File: src/rtl/vuc_pkg.sv
package vuc_pkg;
  localparam int unsigned PIX_W = 8;
  localparam int unsigned CNT_W = 12;
  localparam int unsigned GREY_Y = 16;
  localparam int unsigned GREY_C = 128;

  typedef enum logic [1:0] {
    LN_IDLE,
    LN_OFFSET,
    LN_ACTIVE
  } line_st_e;
endpackage

File: src/rtl/vuc_timing.sv
module vuc_timing
  import vuc_pkg::*;
#(
  parameter int unsigned CW = CNT_W
) (
  input  logic          clk_i,
  input  logic          rst_ni,
  input  logic          pix_en_i,
  input  logic          hsync_i,
  input  logic          vsync_i,
  input  logic          field_i,
  input  logic [CW-1:0] hoff_i,
  input  logic [CW-1:0] len_i,
  input  logic          advance_i,
  output logic          slot_o,
  output logic          hs_evt_o,
  output logic          vs_evt_o,
  output logic          field_o,
  output logic [CW-1:0] idx_o,
  output logic [CW-1:0] len_o
);
  line_st_e      st_q;
  logic [CW-1:0] hoff_q, len_q, hcnt_q, idx_q, idx_nxt;
  logic          field_q, at_start;

  assign vs_evt_o = pix_en_i & vsync_i;
  assign hs_evt_o = pix_en_i & hsync_i & ~vsync_i;
  assign at_start = (st_q == LN_OFFSET) && (hcnt_q == hoff_q);
  assign slot_o   = pix_en_i & ~vsync_i & ~hsync_i & (at_start | (st_q == LN_ACTIVE));
  assign idx_nxt  = idx_q + 1'b1;

  always_ff @(posedge clk_i or negedge rst_ni) begin
    if (!rst_ni) begin
      st_q    <= LN_IDLE;
      hoff_q  <= '0;
      len_q   <= '0;
      hcnt_q  <= '0;
      idx_q   <= '0;
      field_q <= 1'b0;
    end else if (vs_evt_o) begin
      hoff_q  <= hoff_i;
      len_q   <= len_i;
      field_q <= field_i;
      st_q    <= LN_IDLE;
      hcnt_q  <= '0;
      idx_q   <= '0;
    end else if (hs_evt_o) begin
      st_q   <= (len_q != '0) ? LN_OFFSET : LN_IDLE;
      hcnt_q <= '0;
      idx_q  <= '0;
    end else if (slot_o) begin
      if (advance_i) begin
        idx_q <= idx_nxt;
        st_q  <= (idx_nxt == len_q) ? LN_IDLE : LN_ACTIVE;
      end else begin
        st_q <= LN_ACTIVE;
      end
    end else if (pix_en_i && st_q == LN_OFFSET) begin
      hcnt_q <= hcnt_q + 1'b1;
    end
  end

  assign field_o = field_q;
  assign idx_o   = idx_q;
  assign len_o   = len_q;

  // index never runs past the line length
  p_idx_bound_r3: assert property (@(posedge clk_i) disable iff (!rst_ni)
    idx_q <= len_q);
endmodule

File: src/rtl/vuc_fill.sv
module vuc_fill
  import vuc_pkg::*;
#(
  parameter int unsigned PW = PIX_W
) (
  input  logic          clk_i,
  input  logic          rst_ni,
  input  logic          slot_i,
  input  logic          vs_evt_i,
  input  logic          line_mode_i,
  input  logic          hold_last_i,
  input  logic          idx_odd_i,
  input  logic          fifo_empty_i,
  input  logic [PW-1:0] fifo_data_i,
  output logic          take_o,
  output logic          fail_o,
  output logic          advance_o,
  output logic [PW-1:0] byte_o
);
  localparam logic [PW-1:0] G_Y = PW'(GREY_Y) << (PW - 8);
  localparam logic [PW-1:0] G_C = PW'(GREY_C) << (PW - 8);

  logic [PW-1:0] last_q, subst;

  assign take_o    = slot_i & ~fifo_empty_i;
  assign fail_o    = slot_i & fifo_empty_i & ~line_mode_i;
  assign advance_o = line_mode_i ? take_o : slot_i;

  always_comb begin
    if (hold_last_i) subst = last_q;
    else             subst = idx_odd_i ? G_Y : G_C;
    byte_o = fifo_empty_i ? subst : fifo_data_i;
  end

  always_ff @(posedge clk_i or negedge rst_ni) begin
    if (!rst_ni)       last_q <= G_C;
    else if (vs_evt_i) last_q <= G_C;
    else if (take_o)   last_q <= fifo_data_i;
  end

  // frame start restores the chroma grey as last byte
  p_vs_last_r9: assert property (@(posedge clk_i) disable iff (!rst_ni)
    vs_evt_i |=> last_q == G_C);
endmodule

File: src/rtl/vuc_discard.sv
module vuc_discard
  import vuc_pkg::*;
#(
  parameter int unsigned CW = CNT_W
) (
  input  logic          clk_i,
  input  logic          rst_ni,
  input  logic          pix_en_i,
  input  logic          line_mode_i,
  input  logic          clr_i,
  input  logic          fail_i,
  input  logic [CW-1:0] len_i,
  input  logic          fifo_empty_i,
  input  logic          rd_busy_i,
  output logic          drop_o
);
  logic          pe_q, pe_q2;
  logic [CW-1:0] cnt_q;

  always_ff @(posedge clk_i or negedge rst_ni) begin
    if (!rst_ni) begin
      pe_q  <= 1'b0;
      pe_q2 <= 1'b0;
    end else begin
      pe_q  <= pix_en_i;
      pe_q2 <= pe_q;
    end
  end

  // discard only in the free clock two after a pixel
  assign drop_o = pe_q2 & ~line_mode_i & ~rd_busy_i & ~fifo_empty_i & (cnt_q != '0);

  always_ff @(posedge clk_i or negedge rst_ni) begin
    if (!rst_ni)                          cnt_q <= '0;
    else if (clr_i)                       cnt_q <= '0;
    else if (fail_i && (cnt_q != len_i))  cnt_q <= cnt_q + 1'b1;
    else if (drop_o)                      cnt_q <= cnt_q - 1'b1;
  end

  p_drop_sat_r8: assert property (@(posedge clk_i) disable iff (!rst_ni)
    cnt_q <= len_i);
  p_drop_clr_r8: assert property (@(posedge clk_i) disable iff (!rst_ni)
    clr_i |=> cnt_q == '0);
endmodule

File: src/rtl/vid_underflow_conceal.sv
module vid_underflow_conceal
  import vuc_pkg::*;
#(
  parameter int unsigned PW = PIX_W,
  parameter int unsigned CW = CNT_W
) (
  input  logic          clk_i,
  input  logic          rst_ni,
  input  logic          pix_en_i,
  input  logic          hsync_i,
  input  logic          vsync_i,
  input  logic          field_i,
  input  logic          cfg_line_mode_i,
  input  logic          cfg_hold_last_i,
  input  logic [CW-1:0] cfg_hoff_i,
  input  logic [CW-1:0] cfg_len_i,
  input  logic [PW-1:0] fifo_data_i,
  input  logic          fifo_empty_i,
  output logic          fifo_rd_o,
  output logic [PW-1:0] vid_data_o,
  output logic          vid_qual_o,
  output logic          vid_field_o
);
  logic          slot, hs_evt, vs_evt, take, fail, advance, drop;
  logic [CW-1:0] idx, len;
  logic [PW-1:0] out_byte;
  logic          rd_q, qual_q;
  logic [PW-1:0] data_q;

  vuc_timing #(.CW(CW)) i_timing (
    .clk_i    (clk_i),
    .rst_ni   (rst_ni),
    .pix_en_i (pix_en_i),
    .hsync_i  (hsync_i),
    .vsync_i  (vsync_i),
    .field_i  (field_i),
    .hoff_i   (cfg_hoff_i),
    .len_i    (cfg_len_i),
    .advance_i(advance),
    .slot_o   (slot),
    .hs_evt_o (hs_evt),
    .vs_evt_o (vs_evt),
    .field_o  (vid_field_o),
    .idx_o    (idx),
    .len_o    (len)
  );

  vuc_fill #(.PW(PW)) i_fill (
    .clk_i       (clk_i),
    .rst_ni      (rst_ni),
    .slot_i      (slot),
    .vs_evt_i    (vs_evt),
    .line_mode_i (cfg_line_mode_i),
    .hold_last_i (cfg_hold_last_i),
    .idx_odd_i   (idx[0]),
    .fifo_empty_i(fifo_empty_i),
    .fifo_data_i (fifo_data_i),
    .take_o      (take),
    .fail_o      (fail),
    .advance_o   (advance),
    .byte_o      (out_byte)
  );

  vuc_discard #(.CW(CW)) i_discard (
    .clk_i       (clk_i),
    .rst_ni      (rst_ni),
    .pix_en_i    (pix_en_i),
    .line_mode_i (cfg_line_mode_i),
    .clr_i       (hs_evt | vs_evt),
    .fail_i      (fail),
    .len_i       (len),
    .fifo_empty_i(fifo_empty_i),
    .rd_busy_i   (rd_q),
    .drop_o      (drop)
  );

  always_ff @(posedge clk_i or negedge rst_ni) begin
    if (!rst_ni) begin
      rd_q   <= 1'b0;
      qual_q <= 1'b0;
      data_q <= '0;
    end else begin
      rd_q <= take | drop;
      if (pix_en_i) begin
        qual_q <= advance;
        if (advance) data_q <= out_byte;
      end
    end
  end

  assign fifo_rd_o  = rd_q;
  assign vid_qual_o = qual_q;
  assign vid_data_o = data_q;

  p_rd_spaced_r12: assert property (@(posedge clk_i) disable iff (!rst_ni)
    fifo_rd_o |=> !fifo_rd_o);
  p_pix_no_rd_r12: assert property (@(posedge clk_i) disable iff (!rst_ni)
    pix_en_i |-> !fifo_rd_o);
  p_line_wait_r10: assert property (@(posedge clk_i) disable iff (!rst_ni)
    (slot && cfg_line_mode_i && fifo_empty_i) |=> !vid_qual_o);
endmodule

File: config.mk
export PLATFORM = sky130hd
export DESIGN_NAME = vid_underflow_conceal
export DESIGN_NICKNAME = d
export VERILOG_FILES = /design/src/rtl/vuc_pkg.sv /design/src/rtl/vuc_timing.sv /design/src/rtl/vuc_fill.sv /design/src/rtl/vuc_discard.sv /design/src/rtl/vid_underflow_conceal.sv
export SDC_FILE = /design/constraint.sdc
export NUM_CORES = 1
export LEC_CHECK = 0
export ABC_AREA = 1
export CELL_PAD_IN_SITES_DETAIL_PLACEMENT = 1
export CELL_PAD_IN_SITES_GLOBAL_PLACEMENT = 1
export CORE_MARGIN = 2
export CORE_UTILIZATION = 50
export CTS_BUF_LIST = sky130_fd_sc_hd__clkbuf_8
export CTS_CLUSTER_DIAMETER = 100
export DETAILED_ROUTE_END_ITERATION = 10
export DONT_BUFFER_PORTS = 1
export PLACE_DENSITY_LB_ADDON = 0.1
export SLEW_MARGIN = 40
export SYNTH_ARGS = -nofsm -noshare
export SYNTH_HDL_FRONTEND = slang
export SYNTH_SLANG_ARGS = --single-unit
File: constraint.sdc
create_clock -name clk_i -period 3.85 [get_ports clk_i]
set_input_delay 0.1925 -clock clk_i [delete_from_list [all_inputs] [get_ports clk_i]]
set_output_delay 0.1925 -clock clk_i [all_outputs]
set_load 0.02 [all_outputs]
==> results of run 1 <==
flip-flops by register name, summed over array words and instances, names as in the netlist:
| signal | cells |
|---|---|
| i_discard.pe_q | 1 |
| i_timing.idx_o | 12 |
| i_timing.hoff_q | 12 |
| i_timing.field_o | 1 |
| i_fill.last_q | 8 |
| fifo_rd_o | 1 |
| i_discard.pe_q2 | 1 |
| vid_qual_o | 1 |
| i_timing.hcnt_q | 12 |
| i_discard.cnt_q | 12 |
| vid_data_o | 8 |
| i_timing.len_o | 12 |
| i_timing.st_q | 2 |
metal layers:
| layer | vias to the layer above | routed length [µm] | share of wire, % | track usage (%) |
|---|---|---|---|---|
| met5 | - | 0 | 0 | 0 |
| met4 | 0 | 268 | 1.9 | 9.641 |
| met3 | 21 | 454 | 3.3 | 4.036 |
| met2 | 95 | 6984 | 50 | 49.24 |
| met1 | 2168 | 6245 | 45 | 36.91 |
| li1 | 2078 | - | - | - |
cells in the mapped netlist, types with 2 or more instances:
master,number
o22ai_1,6
o21ai_0,26
buf_2,2
o21bai_1,2
o21ai_2,6
dfrtp_1,82
a21o_1,2
buf_4,2
nor3_1,7
nor4_1,3
nand2_1,142
o21ai_1,2
nand2_2,3
o21a_1,3
o22ai_2,4
mux2_2,3
nor2_1,74
ha_1,12
inv_1,73
a21oi_1,38
inv_2,6
nand4_1,10
xnor2_1,12
xor2_1,15
o2111ai_1,2
a31oi_1,9
nand3_1,47
clkbuf_1,9
or2_2,3
critical path: stages (launching register included):
cell      delay [ns]
dfrtp_1         0.43
inv_2           0.06
nand2_1         0.06
nand2_1         0.06
nor2_1          0.14
nand2_1         0.08
nor2_1          0.12
nand2_2         0.09
a21oi_4         0.21
nand3_4         0.23
ha_1            0.42
a21oi_1         0.17
nand2_1         0.14
a21oi_1         0.23
o21bai_1        0.11
xnor2_1         0.23
o22ai_2         0.11
final timing paths:
check,start,endpoint,slack (ns),cells past startpoint
max in group asynchronous,rst_ni,i_discard.cnt_q[11]$_DFFE_PN0P_,3.11,2
worst min-delay path,cfg_len_i[0],i_timing.len_o[0]$_DFFE_PN0P_,0.01,2
worst max-delay path,i_timing.hcnt_q[5]$_DFFE_PN0P_,i_discard.cnt_q[9]$_DFFE_PN0P_,0.84,16
min in group asynchronous,rst_ni,i_timing.len_o[11]$_DFFE_PN0P_,0.40,2
worst min register to register,i_discard.pe_q$_DFF_PN0_,i_discard.pe_q2$_DFF_PN0_,0.36,0
worst max register to register,i_timing.hcnt_q[5]$_DFFE_PN0P_,i_discard.cnt_q[9]$_DFFE_PN0P_,0.84,16
metrics by stage:
step / util [%] / area (µm²) / instances / setup WS [ns]
after global routing: 58.52 / 5433 / 784 / 0.5460
after CTS: 58.52 / 5433 / 784 / 0.8294
after floorplan: - / 4785 / 619 / 1.303
after detailed placement: 52.67 / 4890 / 735 / 0.8467
final: 58.52 / 5433 / 784 / 0.8438
after global placement: 52.67 / 4890 / 735 / 0.9644
kinds of logic after synthesis:
kind of cell	Yosys count	share of synthesized area [%]
buffers and inverters	94	7.740
AO/OA/AOI/OAI	106	13.68
flip-flops	83	43.44
multiplexers	3	0.7060
AND/OR/NAND/NOR	293	25.94
adder cells (fa/ha/maj)	13	3.556
XOR/XNOR	27	4.943
power groups by stage:
stage / Clock, µW / Sequential, µW / Combinational [µW]
floorplan: 0 / 1060 / 665
global placement: 0 / 1100 / 781
detailed placement: 0 / 1100 / 826
CTS: 644 / 1080 / 877
global route: 693 / 1100 / 990
finish: 644 / 1090 / 874
cells in the final DEF (no fill, tap or decap), types with 3 or more instances in the layout:
cell / count
xnor2_1: 12
clkbuf_8: 9
a31oi_1: 9
o22ai_2: 4
o21ai_2: 6
dlygate4sd3_1: 32
nor4_1: 3
inv_2: 6
xor2_1: 15
mux2_2: 3
o21a_1: 3
ha_1: 12
or2_2: 3
a21oi_1: 38
dfrtp_1: 82
nor2_1: 74
o21ai_0: 26
nand2_2: 4
nand4_1: 10
inv_1: 73
o22ai_1: 6
nand3_1: 47
nor3_1: 7
nand2_1: 141
final cells by class:
cell class	instances	area [µm²]
clock inverter	7	71.32
clock buffer	9	123.9
multi-input combinational	442	2338
fill	1158	3851
timing repair buffer	35	362.8
sequential	83	2078
inverter	79	296.5
tap	129	161.4
==> metrics.cfg, run 1 <==
[logic_synthesis]
synthTopCellsByArea=dfrtp_1 43%, nand2_1 11%, nor2_1 5.8%
ys_seq_area_share_pct=43.44
synth-main-ff-cell=dfrtp_1
async_flop_share_pct=100.0
synth_seq_cells=83
synth_fp_nets=673
synth_area_um2=4785
ys_warn_count=0
syn_area_per_cell_um2=7.730
netlist.area_leader.share_pct=42.89
synth.largest_area_cell=dfrtp_1
syn_inst=619
synth-edff-count=0
yosysUniqueCellTypes=43

[routing]
first_iter_violations=124
vias=4362
ant_nets=0
via_per_inst=5.564
drt_pre_antenna_iters=5
wl_um=13950
avgRoutedWirePerCell_um=17.80
drcViolationCount=0

[flow_run]
maxCapViolations=0

[sta]
fin_crit_ns=3.006
rsz0062_at_grt=no
relSlewSlack_pct=59.37
drv_slew=0
hold_slack_ns=0.009542
fin_worst_skew_ns=0.01511
timing.final.hold_violations=0
timing.fmax_mhz=332.6
setup_tns_ns=0
tightest_slew_ns=0.6095
setup_viol=0
final.period_utilization_pct=78.08

[clock_network]
path_clk_slew_ns=0.10
cts.sinks=83
cts-resized-gates=0
cts.hold.buffers_added=33
cts_tree=built
htreeDepth=3
cts_buffers=9
insertion_delay_ns=0.38
cts_buffer_depth=2
cts_root_buf=clkbuf_8
post_cts_buffers=0

[worst_setup_path]
startpoint_type=register
worstPathArrival_ns=3.27
cp.required_ns=4.11
crit_path_max_fanout=14
crit_type=reg -> reg
end_kind=register

[floorplanning]
die_w_um=101.8
die_y_um=101.8
dieArea_um2=10370
core.rowCount=35
io_pins=52
start_util_pct=51.54
core_area_um2=9284

[layout]
antennaDiodeCount=0
layout-drive-gt1-share_pct=7.786
nets=704
area_growth_pct=13.55

[global_routing]
grt_pass1_vias=4651
grt_first_pass_wirelength_um=22940
grt_max_degree=84
antenna_found_initial=0
overflow=0
grt.total_usage_pct=28.51

[power_and_ir_drop]
combinationalPowerShare_pct=33.5
p_sw_share_pct=39.48
p_sw_uw=1029
power_frac_clock_pct=24.7
power_frac_seq_pct=41.8
power_density_nw_per_um2=479.6
max-vdd-ir-drop_uv=342.3
p_leak_uw=0.002582
internal_power_uw=1577
power_uw=2606

[placement]
port_buffers=0
place.gp.congestion=0.7896
dp_hpwl_um=9668

[worst_hold_path]
hold_class=in -> reg

[run_status]
status=finished, final reports clean

Note: power is estimated with default switching activity, not from simulation.
==> run 2, diff against run 1 <==
Settings changed: CORE_UTILIZATION 50 to 49.
Clock period 3.85 ns to 3.1 ns, I/O delays scaled along.
==> metrics.cfg, run 2 (synthesis results as in run 1) <==
[run_status]
status=finished, final reports clean

[floorplanning]
start_util_pct=49.64  ; -1.9 points
core.rowCount=36  ; +2.9%
dieArea_um2=10570  ; +2.0%
die_w_um=102.8  ; +0.98%
core_area_um2=9639  ; +3.8%
die_y_um=102.8  ; +0.98%
io_pins=52  ; unchanged

[global_routing]
grt.total_usage_pct=27.40  ; -1.1 points
overflow=0  ; unchanged
antenna_found_initial=0  ; unchanged
grt_pass1_vias=4555  ; -2.1%
grt_first_pass_wirelength_um=22250  ; -3.0%
grt_max_degree=84  ; unchanged

[routing]
drt_pre_antenna_iters=6  ; +1
via_per_inst=5.420  ; -2.6%
avgRoutedWirePerCell_um=17.33  ; -2.6%
first_iter_violations=137  ; +10%
wl_um=13980  ; +0.23%
dr_wl_met3_um=356  ; -22%
wl_met1_um=6310  ; +1.0%
vias=4374  ; +0.28%
dr_wl_met2_um=6996  ; +0.17%
ant_nets=0  ; unchanged
drcViolationCount=0  ; unchanged
dr.max_layer_used=met4

[power_and_ir_drop]
power_frac_seq_pct=41.1  ; -0.7 points
max-vdd-ir-drop_uv=361.6  ; +5.6%
p_leak_uw=0.002670  ; +3.4%
power_frac_clock_pct=25.5  ; +0.8 points
internal_power_uw=2067  ; +31%
combinationalPowerShare_pct=33.4  ; about the same
p_sw_share_pct=37.39  ; -2.1 points
p_sw_uw=1234  ; +20%
power_density_nw_per_um2=583.6  ; +22%

[sta]
timing.fmax_mhz=343.5  ; +3.3%
setup_tns_ns=0  ; unchanged
fin_worst_skew_ns=0.01220  ; -0.002906 ns
final.period_utilization_pct=93.91  ; +16 points
timing.final.hold_violations=0  ; unchanged
relSlewSlack_pct=59.67  ; +0.30 points
tightest_slew_ns=0.6049  ; -0.004561 ns
drv_slew=0  ; unchanged
setup_viol=0  ; unchanged
fin_crit_ns=2.911  ; -0.09498 ns

[layout]
fin_util_pct=58.68  ; +0.17 points
nets=723  ; +2.7%
final_cell_mix=141 x nand2_1, 82 x dfrtp_1, 73 x inv_1, 73 x nor2_1, 47 x nand3_1
nFillCells=1230  ; +6.2%
area_growth_pct=18.23
fin_cells=807  ; +2.9%
antennaDiodeCount=0  ; unchanged
mostFrequentLayoutCell=nand2_1
layout-drive-gt1-share_pct=9.941  ; +2.2 points

[worst_setup_path]
reg2regPathDepth=17  ; +1
cp_slowest_cell=dfrtp_1
startpoint_type=register
cpLargestDelayFamily=compound AO/OA/AOI/OAI gates
cp.required_ns=3.35  ; -0.76 ns
crit_type=reg -> reg
crit_buf_inv=2  ; +1
crit_path_max_fanout=6  ; -8
end_kind=register
crit_top_cell=nand2_1
crit_path_max_incr_delay_ns=0.44  ; about the same
reg2reg_from=i_timing.hcnt_q[9]$_DFFE_PN0P_
worstPathArrival_ns=3.17  ; -0.10 ns
path_cells=inv_2 -> nand2_1 -> nand2_1 -> nor2_1 -> nand2_1 -> nor2_1 -> nand2_2 -> a21oi_4 -> nand3_4 -> buf_4 -> ha_4 -> nand2_1 -> o21ai_1 -> a21oi_1 -> o21ai_0 -> xor2_1 -> o21ai_2
r2r_end=i_discard.cnt_q[8]$_DFFE_PN0P_
reg2reg_slack_ns=0.19  ; -0.66 ns

[placement]
port_buffers=0  ; unchanged
place.gp.congestion=0.8186  ; +3.7%
placed_cells=739  ; +0.54%
dp_hpwl_um=9529  ; -1.4%

[worst_hold_path]
hold_path_end=i_fill.last_q[7]$_DFFE_PN1P_
hold_class=in -> reg
holdPathStages=2  ; unchanged
hold_start=fifo_empty_i

[clock_network]
cts_buffer_depth=2  ; unchanged
htreeDepth=3  ; unchanged
cts.sinks=83  ; unchanged
path_clk_slew_ns=0.09  ; about the same
cts_tree=built
cts_root_buf=clkbuf_8
cts_buffers=9  ; unchanged
insertion_delay_ns=0.38  ; about the same

[flow_run]
maxCapViolations=0  ; unchanged

-- run 2: changes by cell type in the layout (fill, tap and decap cells not counted), moves of 2 or more --
cell and change:
ha_1 -4, inv_6 +2, buf_4 +10, ha_4 +3, dlygate4sd3_1 +8
-- run 2: cell type report --
cell class | count | area [µm²] | area share, %
multi-input cells | 443 | 2391 | 42.27
inverters | 79 | 296.5 | 5.242
clock inverters | 7 | 82.58 | 1.460
repair buffers | 53 | 518.0 | 9.157
well taps | 133 | 166.4 | 2.942
flip-flops and latches | 83 | 2078 | 36.74
clock buffers | 9 | 123.9 | 2.190
-- run 2: worst max path at each step --
stage | cells after the start | to | from | slack [ns]
after floorplan | 15 | i_discard.cnt_q[8]$_DFFE_PN0P_ | i_timing.st_q[1]$_DFFE_PN0P_ | 0.55
after CTS | 16 | i_discard.cnt_q[8]$_DFFE_PN0P_ | i_timing.hcnt_q[9]$_DFFE_PN0P_ | 0.02
after global routing | 18 | i_discard.cnt_q[11]$_DFFE_PN0P_ | i_timing.hcnt_q[8]$_DFFE_PN0P_ | -0.01
final | 17 | i_discard.cnt_q[8]$_DFFE_PN0P_ | i_timing.hcnt_q[9]$_DFFE_PN0P_ | 0.19
after detailed placement | 16 | i_discard.cnt_q[8]$_DFFE_PN0P_ | i_timing.hcnt_q[9]$_DFFE_PN0P_ | 0.05
after global placement | 16 | i_discard.cnt_q[8]$_DFFE_PN0P_ | i_timing.hcnt_q[9]$_DFFE_PN0P_ | 0.26
-- run 2: routing by layer --
metal  global-route usage (%)  up-vias
li1                         -     2117
met1                    36.10     2168
met2                    46.00       60
met3                    3.729       29
met4                    10.83        0
met5                        0        -
-- run 2: stage by stage --
step | power, µW | cell area [µm²] | hold WS [ns] | worst slack [ns]
6_report | 3301 | 5657 | 0.04036 | 0.1888
2_1_floorplan | 2138 | 4785 | -0.1406 | 0.5533
4_1_cts | 3281 | 5529 | 0.03043 | 0.01759
5_1_grt | 3548 | 5657 | 0.04188 | -0.01015
3_3_place_gp | 2325 | 4895 | -0.1383 | 0.2580
3_5_place_dp | 2371 | 4895 | -0.1385 | 0.05283
-- run 2: worst register-to-register path: stages, from the launching register on --
cell and delay, ns:
dfrtp_1 0.44, inv_2 0.06, nand2_1 0.06, nand2_1 0.05, nor2_1 0.14, nand2_1 0.08, nor2_1 0.14, nand2_2 0.10
a21oi_4 0.27, nand3_4 0.15, buf_4 0.18, ha_4 0.28, nand2_1 0.08, o21ai_1 0.21, a21oi_1 0.09, o21ai_0 0.20
xor2_1 0.20, o21ai_2 0.08
-- run 2: power groups by stage --
| stage | registers (µW) | clock network, µW | logic (µW) |
|---|---|---|---|
| floorplan | 1310 | 0 | 826 |
| global placement | 1360 | 0 | 962 |
| detailed placement | 1370 | 0 | 1000 |
| CTS | 1350 | 855 | 1080 |
| global route | 1380 | 904 | 1270 |
| finish | 1360 | 842 | 1100 |
-- run 2: repair_timing --
action	4_1_cts	5_1_grt
setup buffers	0	10
hold buffers	41	0
hold endpoints to repair	125	0
gates resized for setup	0	6
setup endpoints to repair	0	6
==> run 3, diff against run 2 <==
Settings changed: CORE_UTILIZATION 49 to 50.
Clock period 3.1 ns to 3.6 ns, I/O delays scaled along.
==> metrics.cfg, run 3 (synthesis results as in run 1) <==
[run_status]
status=finished, final reports clean

[worst_setup_path]
reg2reg_from=i_timing.hcnt_q[5]$_DFFE_PN0P_
reg2reg_slack_ns=0.60  ; +0.41 ns
crit_type=reg -> reg
reg2regPathDepth=16  ; -1
cp_slowest_cell=ha_1
worstPathArrival_ns=3.24  ; +0.07 ns
critPathLaunch=i_timing.hcnt_q[5]$_DFFE_PN0P_
r2r_end=i_discard.cnt_q[8]$_DFFE_PN0P_
cp.required_ns=3.84  ; +0.49 ns
path_cells=inv_2 -> nand2_1 -> nand2_1 -> nor2_1 -> nand2_1 -> nor2_1 -> nand2_2 -> a21oi_4 -> nand3_4 -> ha_1 -> nand2_1 -> o21ai_0 -> a21oi_1 -> o21ai_0 -> xor2_1 -> o21ai_2
crit_buf_inv=1  ; -1
cp-endpoint=i_discard.cnt_q[8]$_DFFE_PN0P_
cpLargestDelayFamily=compound AO/OA/AOI/OAI gates
crit_path_max_fanout=14  ; +8
crit_top_cell=nand2_1
startpoint_type=register
cp.depth=16  ; -1
crit_path_max_incr_delay_ns=0.45  ; about the same
end_kind=register

[floorplanning]
dieArea_um2=10370  ; -1.9%
io_pins=52  ; unchanged
start_util_pct=51.54  ; +1.9 points
die_w_um=101.8  ; -0.97%
core.rowCount=35  ; -2.8%
die_y_um=101.8  ; -0.97%
core_area_um2=9284  ; -3.7%

[sta]
final.period_utilization_pct=83.37  ; -11 points
fin_crit_ns=3.001  ; +0.09001 ns
finalWorstSetupSlack_ns=0.5987  ; +0.4100 ns
fin_worst_skew_ns=0.01388  ; +0.001677 ns
rsz0062_at_grt=no
setup_tns_ns=0  ; unchanged
timing.final.hold_violations=0  ; unchanged
drv_slew=0  ; unchanged
tightest_slew_ns=0.6039  ; -0.001029 ns
timing.fmax_mhz=333.2  ; -3.0%
relSlewSlack_pct=59.74  ; +0.069 points
setup_viol=0  ; unchanged

[global_routing]
grt_first_pass_wirelength_um=22000  ; -1.1%
antenna_found_initial=0  ; unchanged
grt_pass1_vias=4495  ; -1.3%
grt.total_usage_pct=27.12  ; -0.28 points
overflow=0  ; unchanged
grt_max_degree=84  ; unchanged

[routing]
via_per_inst=5.543  ; +2.3%
ant_nets=0  ; unchanged
drcViolationCount=0  ; unchanged
wl_um=13430  ; -3.9%
avgRoutedWirePerCell_um=17.07  ; -1.5%
first_iter_violations=120  ; -12%
vias=4362  ; -0.27%
drt_pre_antenna_iters=4  ; -2

[layout]
antennaDiodeCount=0  ; unchanged
final_cell_mix=141 x nand2_1, 82 x dfrtp_1, 74 x nor2_1
mostFrequentLayoutCell=nand2_1
layout-drive-gt1-share_pct=7.751  ; -2.2 points
area_growth_pct=14.17
nets=707  ; -2.2%

[clock_network]
path_clk_slew_ns=0.10  ; about the same
htreeDepth=3  ; unchanged
cts_root_buf=clkbuf_8
cts_buffer_depth=2  ; unchanged
cts_buffers=9  ; unchanged
cts_tree=built
cts.sinks=83  ; unchanged
insertion_delay_ns=0.37  ; about the same
cts-resized-gates=0  ; unchanged

[placement]
dp_hpwl_um=9528  ; about the same
port_buffers=0  ; unchanged
place.gp.congestion=0.7896  ; -3.5%
dp_slack_ns=0.6386  ; +0.5857 ns

[power_and_ir_drop]
power_frac_seq_pct=41.9  ; +0.8 points
power_frac_clock_pct=24.7  ; -0.8 points
combinationalPowerShare_pct=33.5  ; about the same
power_density_nw_per_um2=508.2  ; -13%
max-vdd-ir-drop_uv=320.0  ; -11%
p_sw_uw=1086  ; -12%
p_sw_share_pct=39.13  ; +1.7 points
p_leak_uw=0.002595  ; -2.8%
internal_power_uw=1690  ; -18%

[worst_hold_path]
hold_class=in -> reg

[flow_run]
maxCapViolations=0  ; unchanged

-- run 3: worst min path at each step --
stage | startpoint | to | slack, ns | cells after the start
finish | cfg_len_i[0] | i_timing.len_o[0]$_DFFE_PN0P_ | 0.001 | 2
global route | cfg_len_i[1] | i_timing.len_o[1]$_DFFE_PN0P_ | 0.01 | 2
CTS | cfg_len_i[9] | i_timing.len_o[9]$_DFFE_PN0P_ | 0.003 | 2
detailed placement | rst_ni | i_timing.idx_o[9]$_DFFE_PN0P_ | -0.11 | 0
global placement | rst_ni | i_timing.idx_o[10]$_DFFE_PN0P_ | -0.11 | 0
floorplan | rst_ni | fifo_rd_o$_DFF_PN0_ | -0.12 | 0
-- run 3: cell type report --
cell class	count	area (µm²)
multi-input cells	442	2338
flip-flops and latches	83	2078
clock buffers	9	123.9
well taps	129	161.4
repair buffers	38	392.9
clock inverters	7	71.32
inverters	79	296.5
fillers	1151	3821
-- run 3: power groups by stage --
stage	Clock [µW]	Sequential (µW)	Combinational (µW)
6_report	685	1160	929
5_1_grt	727	1180	1050
4_1_cts	687	1160	934
3_5_place_dp	0	1180	873
3_3_place_gp	0	1170	835
2_1_floorplan	0	1130	711
-- run 3: metal layers --
metal	GRT usage (%)	share of wire [%]	vias to the layer above
li1	-	-	2089
met1	34.94	45	2185
met2	47.67	50	70
met3	3.694	3.0	18
met4	8.103	1.4	0
met5	0	0	-
-- run 3: what timing repair did --
item | 4_1_cts | 5_1_grt
hold endpoints to repair | 117 | 1
setup buffers | 0 | 0
endpoints found under the setup margin | 0 | 0
hold buffers | 35 | 1
-- run 3: metrics by stage --
stage          utilization [%]  area, µm²  total power [µW]  instances  hold WS (ns)
2_1_floorplan                -       4785              1841        619       -0.1156
6_report                 58.84       5463              2776        787      0.001154
3_3_place_gp             52.67       4890              2009        735       -0.1135
4_1_cts                  58.73       5453              2780        786      0.002872
5_1_grt                  58.84       5463              2956        787       0.01213
3_5_place_dp             52.67       4890              2050        735       -0.1137
